==> src/rtl/atr_pkg.sv <==
// Shared types and decode functions for the answer-to-reset parser.
// Assumes bytes are already bit-ordered and polarity-corrected.
package atr_pkg;

    localparam int BYTE_W  = 8;
    localparam int NIB_W   = 4;
    localparam int FI_W    = 12;
    localparam int DI_W    = 7;
    localparam int FMAX_W  = 6;
    localparam int PROTO_N = 16;

    localparam logic [FI_W-1:0]   FI_DEFAULT   = 12'd372;
    localparam logic [DI_W-1:0]   DI_DEFAULT   = 7'd1;
    localparam logic [FMAX_W-1:0] FMAX_DEFAULT = 6'd8;

    typedef enum logic [2:0] {
        K_NONE = 3'd0,
        K_FMT  = 3'd1,
        K_TA   = 3'd2,
        K_TB   = 3'd3,
        K_TC   = 3'd4,
        K_TD   = 3'd5,
        K_HIST = 3'd6,
        K_TCK  = 3'd7
    } kind_e;

    // Clock-rate factor from the high TA1 nibble; 0 marks a reserved code.
    function automatic logic [FI_W-1:0] fi_of(input logic [NIB_W-1:0] c);
        case (c)
            4'd0, 4'd1: fi_of = 12'd372;
            4'd2:       fi_of = 12'd558;
            4'd3:       fi_of = 12'd744;
            4'd4:       fi_of = 12'd1116;
            4'd5:       fi_of = 12'd1488;
            4'd6:       fi_of = 12'd1860;
            4'd9:       fi_of = 12'd512;
            4'd10:      fi_of = 12'd768;
            4'd11:      fi_of = 12'd1024;
            4'd12:      fi_of = 12'd1536;
            4'd13:      fi_of = 12'd2048;
            default:    fi_of = '0;
        endcase
    endfunction

    // Maximum clock in half-MHz units from the high TA1 nibble; 0 = reserved.
    function automatic logic [FMAX_W-1:0] fmax_of(input logic [NIB_W-1:0] c);
        case (c)
            4'd0:        fmax_of = 6'd8;
            4'd1, 4'd9:  fmax_of = 6'd10;
            4'd2:        fmax_of = 6'd12;
            4'd3:        fmax_of = 6'd16;
            4'd4:        fmax_of = 6'd24;
            4'd5:        fmax_of = 6'd32;
            4'd6, 4'd13: fmax_of = 6'd40;
            4'd10:       fmax_of = 6'd15;
            4'd11:       fmax_of = 6'd20;
            4'd12:       fmax_of = 6'd30;
            default:     fmax_of = '0;
        endcase
    endfunction

    // Baud-adjust factor from the low TA1 nibble; 0 marks a reserved code.
    function automatic logic [DI_W-1:0] di_of(input logic [NIB_W-1:0] c);
        case (c)
            4'd1:    di_of = 7'd1;
            4'd2:    di_of = 7'd2;
            4'd3:    di_of = 7'd4;
            4'd4:    di_of = 7'd8;
            4'd5:    di_of = 7'd16;
            4'd6:    di_of = 7'd32;
            4'd7:    di_of = 7'd64;
            4'd8:    di_of = 7'd12;
            4'd9:    di_of = 7'd20;
            default: di_of = '0;
        endcase
    endfunction

endpackage

==> src/rtl/atr_seq.sv <==
// Structure sequencer: classifies each incoming byte from the presence
// bitmaps, historical count and check-byte need, and ends the structure.
// Assumes start has priority over a byte presented in the same cycle.
module atr_seq
    import atr_pkg::*;
#(
    parameter int MAX_LEN = 32,
    localparam int CNT_W  = $clog2(MAX_LEN + 1),
    localparam int GRP_W  = $clog2(MAX_LEN + 2)
) (
    input  logic              clk,
    input  logic              rst_n,
    input  logic              start,
    input  logic              byte_valid,
    input  logic [BYTE_W-1:0] byte_data,
    output logic              take,
    output kind_e             kind_now,
    output logic              in_grp1,
    output logic              in_grp2,
    output logic              kind_valid,
    output logic [2:0]        kind_code,
    output logic              kind_global,
    output logic              done,
    output logic              error
);

    logic             active, fmt_next, need_tck, qual15;
    logic [3:0]       pend, pend_n;
    logic [NIB_W-1:0] hist_left, hist_n;
    logic             need_n, more, glob_now;
    logic [CNT_W-1:0] cnt;
    logic [GRP_W-1:0] grp;

    // Class of the byte that would be consumed now.
    always_comb begin
        if (fmt_next)              kind_now = K_FMT;
        else if (pend[0])          kind_now = K_TA;
        else if (pend[1])          kind_now = K_TB;
        else if (pend[2])          kind_now = K_TC;
        else if (pend[3])          kind_now = K_TD;
        else if (hist_left != '0)  kind_now = K_HIST;
        else                       kind_now = K_TCK;
    end

    assign take    = active && byte_valid && !start;
    assign in_grp1 = (grp == GRP_W'(1));
    assign in_grp2 = (grp == GRP_W'(2));

    // Pending state after the current byte, and whether more is owed.
    always_comb begin
        pend_n = pend;
        hist_n = hist_left;
        need_n = need_tck;
        case (kind_now)
            K_FMT: begin
                pend_n = byte_data[7:4];
                hist_n = byte_data[3:0];
            end
            K_TA:   pend_n[0] = 1'b0;
            K_TB:   pend_n[1] = 1'b0;
            K_TC:   pend_n[2] = 1'b0;
            K_TD: begin
                pend_n = byte_data[7:4];
                need_n = need_tck | (byte_data[3:0] != '0);
            end
            K_HIST: hist_n = hist_left - 1'b1;
            default: ;
        endcase
        more = (pend_n != '0) || (hist_n != '0) || (need_n && kind_now != K_TCK);
    end

    // Interface bytes of group 1, TA2, and groups after a T=15 are global.
    always_comb begin
        glob_now = 1'b0;
        if (kind_now inside {K_TA, K_TB, K_TC, K_TD})
            glob_now = in_grp1 || qual15 || (in_grp2 && kind_now == K_TA);
    end

    // Sequencer state: armed flag, bitmaps, counters, group index.
    always_ff @(posedge clk) begin
        if (!rst_n) begin
            active    <= 1'b0;
            fmt_next  <= 1'b0;
            pend      <= '0;
            hist_left <= '0;
            need_tck  <= 1'b0;
            qual15    <= 1'b0;
            cnt       <= '0;
            grp       <= '0;
        end else if (start) begin
            active    <= 1'b1;
            fmt_next  <= 1'b1;
            pend      <= '0;
            hist_left <= '0;
            need_tck  <= 1'b0;
            qual15    <= 1'b0;
            cnt       <= '0;
            grp       <= '0;
        end else if (take) begin
            fmt_next  <= 1'b0;
            pend      <= pend_n;
            hist_left <= hist_n;
            need_tck  <= need_n;
            cnt       <= cnt + 1'b1;
            if (kind_now == K_FMT) begin
                grp    <= GRP_W'(1);
                qual15 <= 1'b0;
            end else if (kind_now == K_TD) begin
                grp    <= grp + 1'b1;
                qual15 <= (byte_data[3:0] == 4'hF);
            end
            if (!more || cnt == CNT_W'(MAX_LEN - 1))
                active <= 1'b0;
        end
    end

    // Registered per-byte report and end strobes.
    always_ff @(posedge clk) begin
        if (!rst_n) begin
            kind_valid  <= 1'b0;
            kind_code   <= K_NONE;
            kind_global <= 1'b0;
            done        <= 1'b0;
            error       <= 1'b0;
        end else begin
            kind_valid  <= take;
            kind_code   <= take ? kind_now : K_NONE;
            kind_global <= take && glob_now;
            done        <= take && !more;
            error       <= take && more && (cnt == CNT_W'(MAX_LEN - 1));
        end
    end

endmodule

==> src/rtl/atr_fields.sv <==
// Field capture: holds the parameters announced by format, TA1, TC1, TD
// and TA2 bytes. Assumes classification comes from the sequencer.
module atr_fields
    import atr_pkg::*;
(
    input  logic                clk,
    input  logic                rst_n,
    input  logic                start,
    input  logic                take,
    input  kind_e               kind_now,
    input  logic                in_grp1,
    input  logic                in_grp2,
    input  logic [BYTE_W-1:0]   byte_data,
    output logic [FI_W-1:0]     fi_val,
    output logic [DI_W-1:0]     di_val,
    output logic [FMAX_W-1:0]   fmax_half_mhz,
    output logic [BYTE_W-1:0]   guard_n,
    output logic [PROTO_N-1:0]  proto_mask,
    output logic                specific_mode,
    output logic [NIB_W-1:0]    hist_count
);

    logic [FI_W-1:0]   fi_dec;
    logic [DI_W-1:0]   di_dec;
    logic [FMAX_W-1:0] fmax_dec;
    logic              fi_rsvd;

    // Decode TA1 nibbles, substituting defaults for reserved codes.
    always_comb begin
        fi_dec   = fi_of(byte_data[7:4]);
        fmax_dec = fmax_of(byte_data[7:4]);
        di_dec   = di_of(byte_data[3:0]);
        fi_rsvd  = (fi_dec == '0);
        if (fi_rsvd) begin
            fi_dec   = FI_DEFAULT;
            fmax_dec = FMAX_DEFAULT;
        end
        if (di_dec == '0) di_dec = DI_DEFAULT;
    end

    // Captured parameters, restored to defaults on reset and start.
    always_ff @(posedge clk) begin
        if (!rst_n || start) begin
            fi_val        <= FI_DEFAULT;
            di_val        <= DI_DEFAULT;
            fmax_half_mhz <= FMAX_DEFAULT;
            guard_n       <= '0;
            proto_mask    <= '0;
            specific_mode <= 1'b0;
            hist_count    <= '0;
        end else if (take) begin
            case (kind_now)
                K_FMT: hist_count <= byte_data[3:0];
                K_TA: begin
                    if (in_grp1) begin
                        fi_val        <= fi_dec;
                        di_val        <= di_dec;
                        fmax_half_mhz <= fmax_dec;
                    end
                    if (in_grp2) specific_mode <= 1'b1;
                end
                K_TC: if (in_grp1) guard_n <= byte_data;
                K_TD: if (byte_data[3:0] != 4'hF)
                          proto_mask[byte_data[3:0]] <= 1'b1;
                default: ;
            endcase
        end
    end

endmodule

==> src/rtl/atr_xor.sv <==
// Running XOR over consumed bytes and the final check-byte comparison.
// Assumes the check byte, when present, is the last byte consumed.
module atr_xor
    import atr_pkg::*;
(
    input  logic              clk,
    input  logic              rst_n,
    input  logic              start,
    input  logic              take,
    input  kind_e             kind_now,
    input  logic [BYTE_W-1:0] byte_data,
    output logic              check_ok,
    output logic              check_err
);

    logic [BYTE_W-1:0] acc;

    // Accumulate non-check bytes; compare when the check byte arrives.
    always_ff @(posedge clk) begin
        if (!rst_n || start) begin
            acc       <= '0;
            check_ok  <= 1'b0;
            check_err <= 1'b0;
        end else if (take) begin
            if (kind_now == K_TCK) begin
                check_ok  <= (acc == byte_data);
                check_err <= (acc != byte_data);
            end else begin
                acc <= acc ^ byte_data;
            end
        end
    end

endmodule

==> src/rtl/atr_parser.sv <==
// Top of the answer-to-reset structure parser: sequencer, field capture
// and check-byte unit. Expects one byte per byte_valid after a start.
module atr_parser
    import atr_pkg::*;
#(
    parameter int MAX_LEN = 32
) (
    input  logic        clk,
    input  logic        rst_n,
    input  logic        start,
    input  logic        byte_valid,
    input  logic [7:0]  byte_data,
    output logic        kind_valid,
    output logic [2:0]  kind_code,
    output logic        kind_global,
    output logic [11:0] fi_val,
    output logic [6:0]  di_val,
    output logic [5:0]  fmax_half_mhz,
    output logic [7:0]  guard_n,
    output logic [15:0] proto_mask,
    output logic        specific_mode,
    output logic [3:0]  hist_count,
    output logic        check_ok,
    output logic        check_err,
    output logic        done,
    output logic        error
);

    logic  take, in_grp1, in_grp2;
    kind_e kind_now;

    atr_seq #(.MAX_LEN(MAX_LEN)) u_seq (
        .clk(clk), .rst_n(rst_n), .start(start),
        .byte_valid(byte_valid), .byte_data(byte_data),
        .take(take), .kind_now(kind_now),
        .in_grp1(in_grp1), .in_grp2(in_grp2),
        .kind_valid(kind_valid), .kind_code(kind_code),
        .kind_global(kind_global), .done(done), .error(error)
    );

    atr_fields u_fields (
        .clk(clk), .rst_n(rst_n), .start(start), .take(take),
        .kind_now(kind_now), .in_grp1(in_grp1), .in_grp2(in_grp2),
        .byte_data(byte_data),
        .fi_val(fi_val), .di_val(di_val), .fmax_half_mhz(fmax_half_mhz),
        .guard_n(guard_n), .proto_mask(proto_mask),
        .specific_mode(specific_mode), .hist_count(hist_count)
    );

    atr_xor u_xor (
        .clk(clk), .rst_n(rst_n), .start(start), .take(take),
        .kind_now(kind_now), .byte_data(byte_data),
        .check_ok(check_ok), .check_err(check_err)
    );

endmodule

==> config.mk <==
export PLATFORM = sky130hd
export DESIGN_NAME = atr_parser
export DESIGN_NICKNAME = d
export VERILOG_FILES = /design/src/rtl/atr_pkg.sv /design/src/rtl/atr_seq.sv /design/src/rtl/atr_fields.sv /design/src/rtl/atr_xor.sv /design/src/rtl/atr_parser.sv
export SDC_FILE = /design/constraint.sdc
export NUM_CORES = 1
export LEC_CHECK = 0
export ABC_AREA = 1
export BUFFER_PORTS_ARGS = -buffer_cell sky130_fd_sc_hd__buf_4
export CELL_PAD_IN_SITES_DETAIL_PLACEMENT = 0
export CELL_PAD_IN_SITES_GLOBAL_PLACEMENT = 1
export CORE_ASPECT_RATIO = 1.2
export CORE_UTILIZATION = 43
export CTS_CLUSTER_SIZE = 40
export DETAILED_ROUTE_END_ITERATION = 8
export PLACE_DENSITY_LB_ADDON = 0.1
export SYNTH_ARGS = -nofsm -noshare
export SYNTH_HDL_FRONTEND = slang
export SYNTH_SLANG_ARGS = --single-unit
export TNS_END_PERCENT = 1
==> constraint.sdc <==
create_clock -name clk -period 5.7 [get_ports clk]
set_input_delay 0.855 -clock clk [delete_from_list [all_inputs] [get_ports clk]]
set_output_delay 0.855 -clock clk [all_outputs]
set_load 0.03 [all_outputs]
==> impl_metrics.csv, run 1 <==
group,metric,value,unit
setup_path,critPathCaptureType,"register",
clock_network,clk_path_buf_depth,2,
grt,antenna_found_initial,0,
clock_network,clock-sinks,94,
die,die-area,0.0103,mm^2
setup_path,start_kind,"primary input",
grt,grt_use_met1,28.3,%
synthesis,ys_seq_elements,94,
worst_hold_path,hp-start,"u_fields.proto_mask[15]",
setup_path,required,5980,ps
timing,hold_slack,431,ps
grt,grt_overflow,0,
power_and_ir_drop,p_leak,2.23,nW
finish,final_common_cell,"dfxtp_1",
setup_path,cp_slowest_stage_delay,980,ps
clock_network,htreeDepth,3,
setup_path,arrival,3250,ps
run,maxCapViolCount,0,
die,ios,75,
setup_path,r2r_cells,7,
grt,grt_pass1_vias,3614,
grt,grt_pass1_wl,17.3,mm
finish,layout_common_cells,"dfxtp_1, nor2_1, buf_4",
synthesis,ys_seq_area_share,44.2,%
timing,period_share,52.1,%
grt,grt_busiest_layer,"met2",
clock_network,cts_tree,"done",
power_and_ir_drop,pwr_density_cell,271,mW/mm^2
timing,max_freq,336,MHz
finish,multiInputGateArea,0.00197,mm^2
worst_hold_path,min_to,"u_fields.proto_mask[15]",
finish,nets,656,
die,coreArea,0.00956,mm^2
worst_hold_path,hp-class,"register to register",
routing,routed_wl,10.6,mm
die,num_rows,39,
clock_network,clk_latency,340,ps
synthesis,netlist_area,0.00426,mm^2
setup_path,r2r_setup_slack,3400,ps
clock_network,cts_resized,0,
clock_network,post_cts_buffers,0,
worst_hold_path,whs_path_depth,2,
timing,min_period,2970,ps
die,start_util,44.6,%
timing,final.setup_skew,6.93,ps
timing,rsz0062_at_grt,"false",
power_and_ir_drop,ir_drop,0.185,mV
grt,grt_max_degree,49,
timing,fin_tns_setup,0,ps
synthesis,synth_cells,573,
timing,max_slew_margin,27.7,%
clock_network,cts_made_buffers,9,
synthesis,syn-num-nets,595,
finish,final-seq-area,0.00188,mm^2
finish,final_layout_size_suffix_gt1_share,18.8,%
routing,drc,0,
setup_path,slowest_stage,"clkinv_1",
setup_path,r2r-end,"u_fields.guard_n[0]",
timing,maxSlewViolCount,0,
routing,vias,3875,
placed_design,routabilityCongestion,0.813,
grt,use_met3,5.35,%
synthesis,postSynthAreaPerCell,7.44,um^2
routing,initialDrtViolationCount,128,
setup_path,path_class,"primary input to register",
synthesis,ys_warn_count,0,
clock_network,cts_hold_buf,0,
clock_network,root_buffer,"clkbuf_16",
grt,met2_usage,34.1,%
status,status,"complete, no violations",
grt,grt_usage,21.4,%
finish,antenna_cells,0,
timing,setup-violations-final,0,
clock_network,cts.clk_slew.worst_paths,60,ps
routing,viasPerCell,5.09,
finish,fillers,986,
finish,area_growth_syn_to_layout,21.2,%
die,die_w,92.9,um
die,fp.dieH,111,um
setup_path,crit_fanout,48,
routing,routedWlPerCell,13.9,um
routing,drtPass1Iterations,4,
timing,hold_viol_final,0,
routing,postRouteAntennaNets,0,
synthesis,synth_cell_type_count,41,
placed_design,post-dp-hpwl,7.53,mm
timing,worst_pin_slew,1080,ps
placed_design,io_buffers,73,
setup_path,r2r-start,"u_seq.active",
setup_path,crit_path_cell_trace,"buf_4, nor2_2, buf_4, clkinv_1, nor2_1, inv_1, nor2_1",
flip-flops by register name (all words and copies together), names as in the netlist, 3 cells and up:
register                flops
u_fields.di_val             7
u_fields.fi_val            11
u_fields.fmax_half_mhz      6
u_fields.guard_n            8
u_fields.hist_count         4
u_fields.proto_mask        16
u_seq.cnt                   6
u_seq.grp                   6
u_seq.hist_left             4
u_seq.kind_code             3
u_seq.pend                  4
u_xor.acc                   8
per-layer routing:
layer | vias to the layer above | wire [um] | share of wire (%)
li1 | 1981 | - | -
met1 | 1801 | 4980 | 47
met2 | 82 | 4970 | 47
met3 | 11 | 482 | 4.5
met4 | 0 | 170 | 1.6
met5 | - | 0 | 0
worst max path at each step:
stage | slack (ps) | endpoint | cells after the start | from
after floorplan | 3220 | u_fields.fi_val[4] | 11 | byte_data[5]
after global placement | 2420 | u_seq.kind_code[0] | 7 | start
after detailed placement | 2360 | u_seq.error | 7 | start
after CTS | 2690 | u_seq.error | 7 | start
after global routing | 2380 | u_seq.kind_code[0] | 7 | start
final | 2730 | u_seq.error | 7 | start
synthesized netlist by cell type, drive strengths merged:
library cell / n / share of area (%)
clkbuf: 14 / 1.3
o22ai: 4 / 0.59
ha: 10 / 2.9
nor2: 99 / 9.5
nand4: 6 / 0.88
nand3b: 2 / 0.35
clkinv: 2 / 0.21
nor3b: 2 / 0.35
nor4: 2 / 0.29
o2111ai: 1 / 0.21
o21ai: 54 / 6.8
buf: 10 / 1.5
or2: 2 / 0.35
nand3: 33 / 4.0
nand2: 73 / 7.3
xor2: 10 / 2.1
inv: 74 / 6.6
a211oi: 3 / 0.53
a31oi: 8 / 1.2
a21oi: 52 / 6.3
nor3: 13 / 1.9
o211ai: 4 / 0.70
dfxtp: 94 / 44
conb: 1 / 0.088
through the flow:
step | instance area, um^2 | power (W) | instances | utilization, % | setup slack (ps)
floorplan | 4260 | 0.000767 | 573 | - | 3220
global placement | 4860 | 0.000799 | 746 | 50.8 | 2420
detailed placement | 4860 | 0.000800 | 746 | 50.8 | 2360
CTS | 5160 | 0.00141 | 761 | 54.0 | 2690
global route | 5160 | 0.00145 | 761 | 54.0 | 2380
finish | 5160 | 0.00140 | 761 | 54.0 | 2730
critical path, delay by kind of cell:
kind,cells,cell delay (ps)
buf+inv,4,1670
simple gates,3,700
where the power goes:
group | internal [W] | switching (W)
combinational | 0.0000349 | 0.0000841
sequential | 0.000661 | 0.00000472
clock | 0.000373 | 0.000244
total | 0.00107 | 0.000333
kinds of logic after synthesis:
family                   after synthesis  synth area share (%)
flip-flops                            94                  44.2
buffers and inverters                100                  9.60
other                                  1                0.0880
adder cells (fa/ha/maj)               10                  2.94
XOR/XNOR                              10                  2.06
AND/OR/NAND/NOR                      232                  24.9
AO/OA/AOI/OAI                        126                  16.3
final cells by class:
class | count | share of cell area [%]
multi-input cells | 379 | 38.2
flip-flops and latches | 94 | 36.4
repair buffers | 74 | 10.8
inverters | 76 | 5.64
clock buffers | 12 | 5.16
well taps | 123 | 2.98
clock inverters | 3 | 0.824
Power figures use the tool's default switching activity.
==> run 2, diff against run 1 <==
--- a/config.mk
+++ b/config.mk
@@ -10,7 +10,7 @@
 export CELL_PAD_IN_SITES_DETAIL_PLACEMENT = 0
 export CELL_PAD_IN_SITES_GLOBAL_PLACEMENT = 1
 export CORE_ASPECT_RATIO = 1.2
-export CORE_UTILIZATION = 43
+export CORE_UTILIZATION = 36
 export CTS_CLUSTER_SIZE = 40
 export DETAILED_ROUTE_END_ITERATION = 8
 export PLACE_DENSITY_LB_ADDON = 0.1
==> constraint.sdc (replaced) <==
create_clock -name clk -period 2.65 [get_ports clk]
set_input_delay 0.3975 -clock clk [delete_from_list [all_inputs] [get_ports clk]]
set_output_delay 0.3975 -clock clk [all_outputs]
set_load 0.03 [all_outputs]
==> impl_metrics.csv, run 2 (synthesis results as in run 1) <==
group,metric,value,unit
finish,top_register,"u_fields.proto_mask",
timing,hold_viol_final,0,
timing,fin_tns_setup,0,ps
finish,reg_top3,"u_fields.proto_mask x16, u_fields.fi_val x11",
timing,period_share,81.6,%
power_and_ir_drop,p_leak,2.25,nW
finish,multiInputGateArea,0.00197,mm^2
routing,routed_wl,11.1,mm
routing,vias,3838,
setup_path,start_kind,"register",
grt,met2_usage,31.9,%
power_and_ir_drop,clock_power_share,44.3,%
power_and_ir_drop,p_int,0.00228,W
power_and_ir_drop,pwr_density_cell,582,mW/mm^2
setup_path,path_class,"register to register",
clock_network,post_cts_buffers,0,
clock_network,cts_tree,"done",
setup_path,arrival,2390,ps
routing,viasPerCell,4.80,
setup_path,critPathCaptureType,"register",
timing,worst_pin_slew,552,ps
timing,hold_slack,314,ps
finish,antenna_cells,0,
timing,maxSlewViolCount,0,
grt,grt_usage,19.1,%
die,start_util,36.8,%
run,maxCapViolCount,0,
timing,setup-violations-final,0,
status,status,"complete, no violations",
finish,final-seq-area,0.00188,mm^2
die,die-area,0.0123,mm^2
power_and_ir_drop,switchingPower,0.000759,W
timing,min_period,2160,ps
die,coreArea,0.0116,mm^2
grt,grt_pass1_vias,3688,
finish,area_growth_syn_to_layout,22.7,%
grt,use_met3,4.26,%
placed_design,post-dp-hpwl,7.92,mm
clock_network,htreeDepth,3,
clock_network,clk_latency,340,ps
grt,grt_max_degree,36,
grt,grt_use_met1,24.1,%
grt,grt_overflow,0,
clock_network,clock-sinks,94,
timing,max_slew_margin,63.1,%
finish,largest_reg_flops,16,
routing,postRouteAntennaNets,0,
clock_network,clk_path_buf_depth,2,
timing,final.setup_skew,5.62,ps
routing,routedWlPerCell,13.8,um
die,fp.dieH,121,um
routing,initialDrtViolationCount,172,
die,ios,75,
power_and_ir_drop,sw_frac_of_total,24.9,%
finish,postLayoutCellArea,0.00523,mm^2
routing,drtPass1Iterations,5,
placed_design,routabilityCongestion,0.856,
finish,final_util,45.2,%
clock_network,cts_hold_buf,0,
clock_network,cts_made_buffers,9,
die,num_rows,43,
die,die_w,101,um
finish,final_common_cell,"dfxtp_1",
finish,fillers,1223,
clock_network,cts.clk_slew.worst_paths,70,ps
worst_hold_path,hp-class,"primary input to register",
routing,drc,0,
grt,grt_pass1_wl,17.9,mm
placed_design,dpl_cell_area,0.00492,mm^2
power_and_ir_drop,power_frac_seq,47.1,%
placed_design,io_buffers,73,
finish,nets,659,
clock_network,root_buffer,"clkbuf_16",
grt,grt_busiest_layer,"met2",
power_and_ir_drop,share_comb_of_total_power,8.6,%
timing,rsz0062_at_grt,"false",
power_and_ir_drop,ir_drop,0.257,mV
setup_path,crit_fanout,28,
finish,layout_common_cells,"dfxtp_1, nor2_1, buf_4",
clock_network,cts_resized,0,
timing,max_freq,462,MHz
finish,final_layout_size_suffix_gt1_share,19.3,%
grt,antenna_found_initial,0,
setup_path,required,2880,ps
==> run 2: cell types whose count changed in the layout (fill, tap and decap cells not counted), sizes merged <==
cell    change
inv         +1
buf         +3
clkbuf      -1
clkinv      +1
==> run 2: worst max-delay path, cell delays in order (launching register included) <==
cell	delay [ps]
dfxtp_1	330
inv_1	100
ha_1	210
nand2_1	80
nand2_2	60
nand2_4	90
nand2_2	60
nand2_4	90
nand2_4	100
nor2_4	120
nand2_4	150
inv_4	250
nand2_1	180
o22ai_1	140
nand2_1	70
==> run 2: stage by stage <==
| step | instances | worst slack [ps] | power (W) |
|---|---|---|---|
| floorplan | 573 | 630 | 0.00165 |
| global placement | 783 | 544 | 0.00173 |
| detailed placement | 783 | 495 | 0.00173 |
| CTS | 799 | 471 | 0.00309 |
| global route | 799 | 249 | 0.00318 |
| finish | 799 | 486 | 0.00304 |
==> run 2: final timing paths <==
check                                from                      end  slack (ps)  depth (start not counted)
hold / removal                      rst_n           u_seq.fmt_next         310                          3
hold reg to reg   u_fields.proto_mask[15]  u_fields.proto_mask[15]         430                          2
setup / recovery       u_seq.hist_left[0]       u_fields.fi_val[4]         490                         14
setup reg to reg       u_seq.hist_left[0]       u_fields.fi_val[4]         490                         14
==> run 2: power groups by stage <==
stage          Combinational (W)  Clock, W  Sequential (W)
2_1_floorplan           0.000187         0         0.00146
3_5_place_dp            0.000264         0         0.00146
5_1_grt                 0.000299   0.00145         0.00143
4_1_cts                 0.000266   0.00139         0.00143
6_report                0.000262   0.00135         0.00143
3_3_place_gp            0.000263         0         0.00146
==> run 2: final cells by class <==
cell class,instances,share of cell area [%]
clock buffers,11,4.83
clock inverters,5,1.08
inverters,76,5.57
multi-input cells,379,37.7
flip-flops and latches,94,36.0
well taps,157,3.76
repair buffers,77,11.1
==> run 2: per-layer routing <==
layer  wire, um  up-vias
met5          0        -
met4        153        0
met3        591       13
met2       5270       96
met1       5050     1741
li1           -     1988
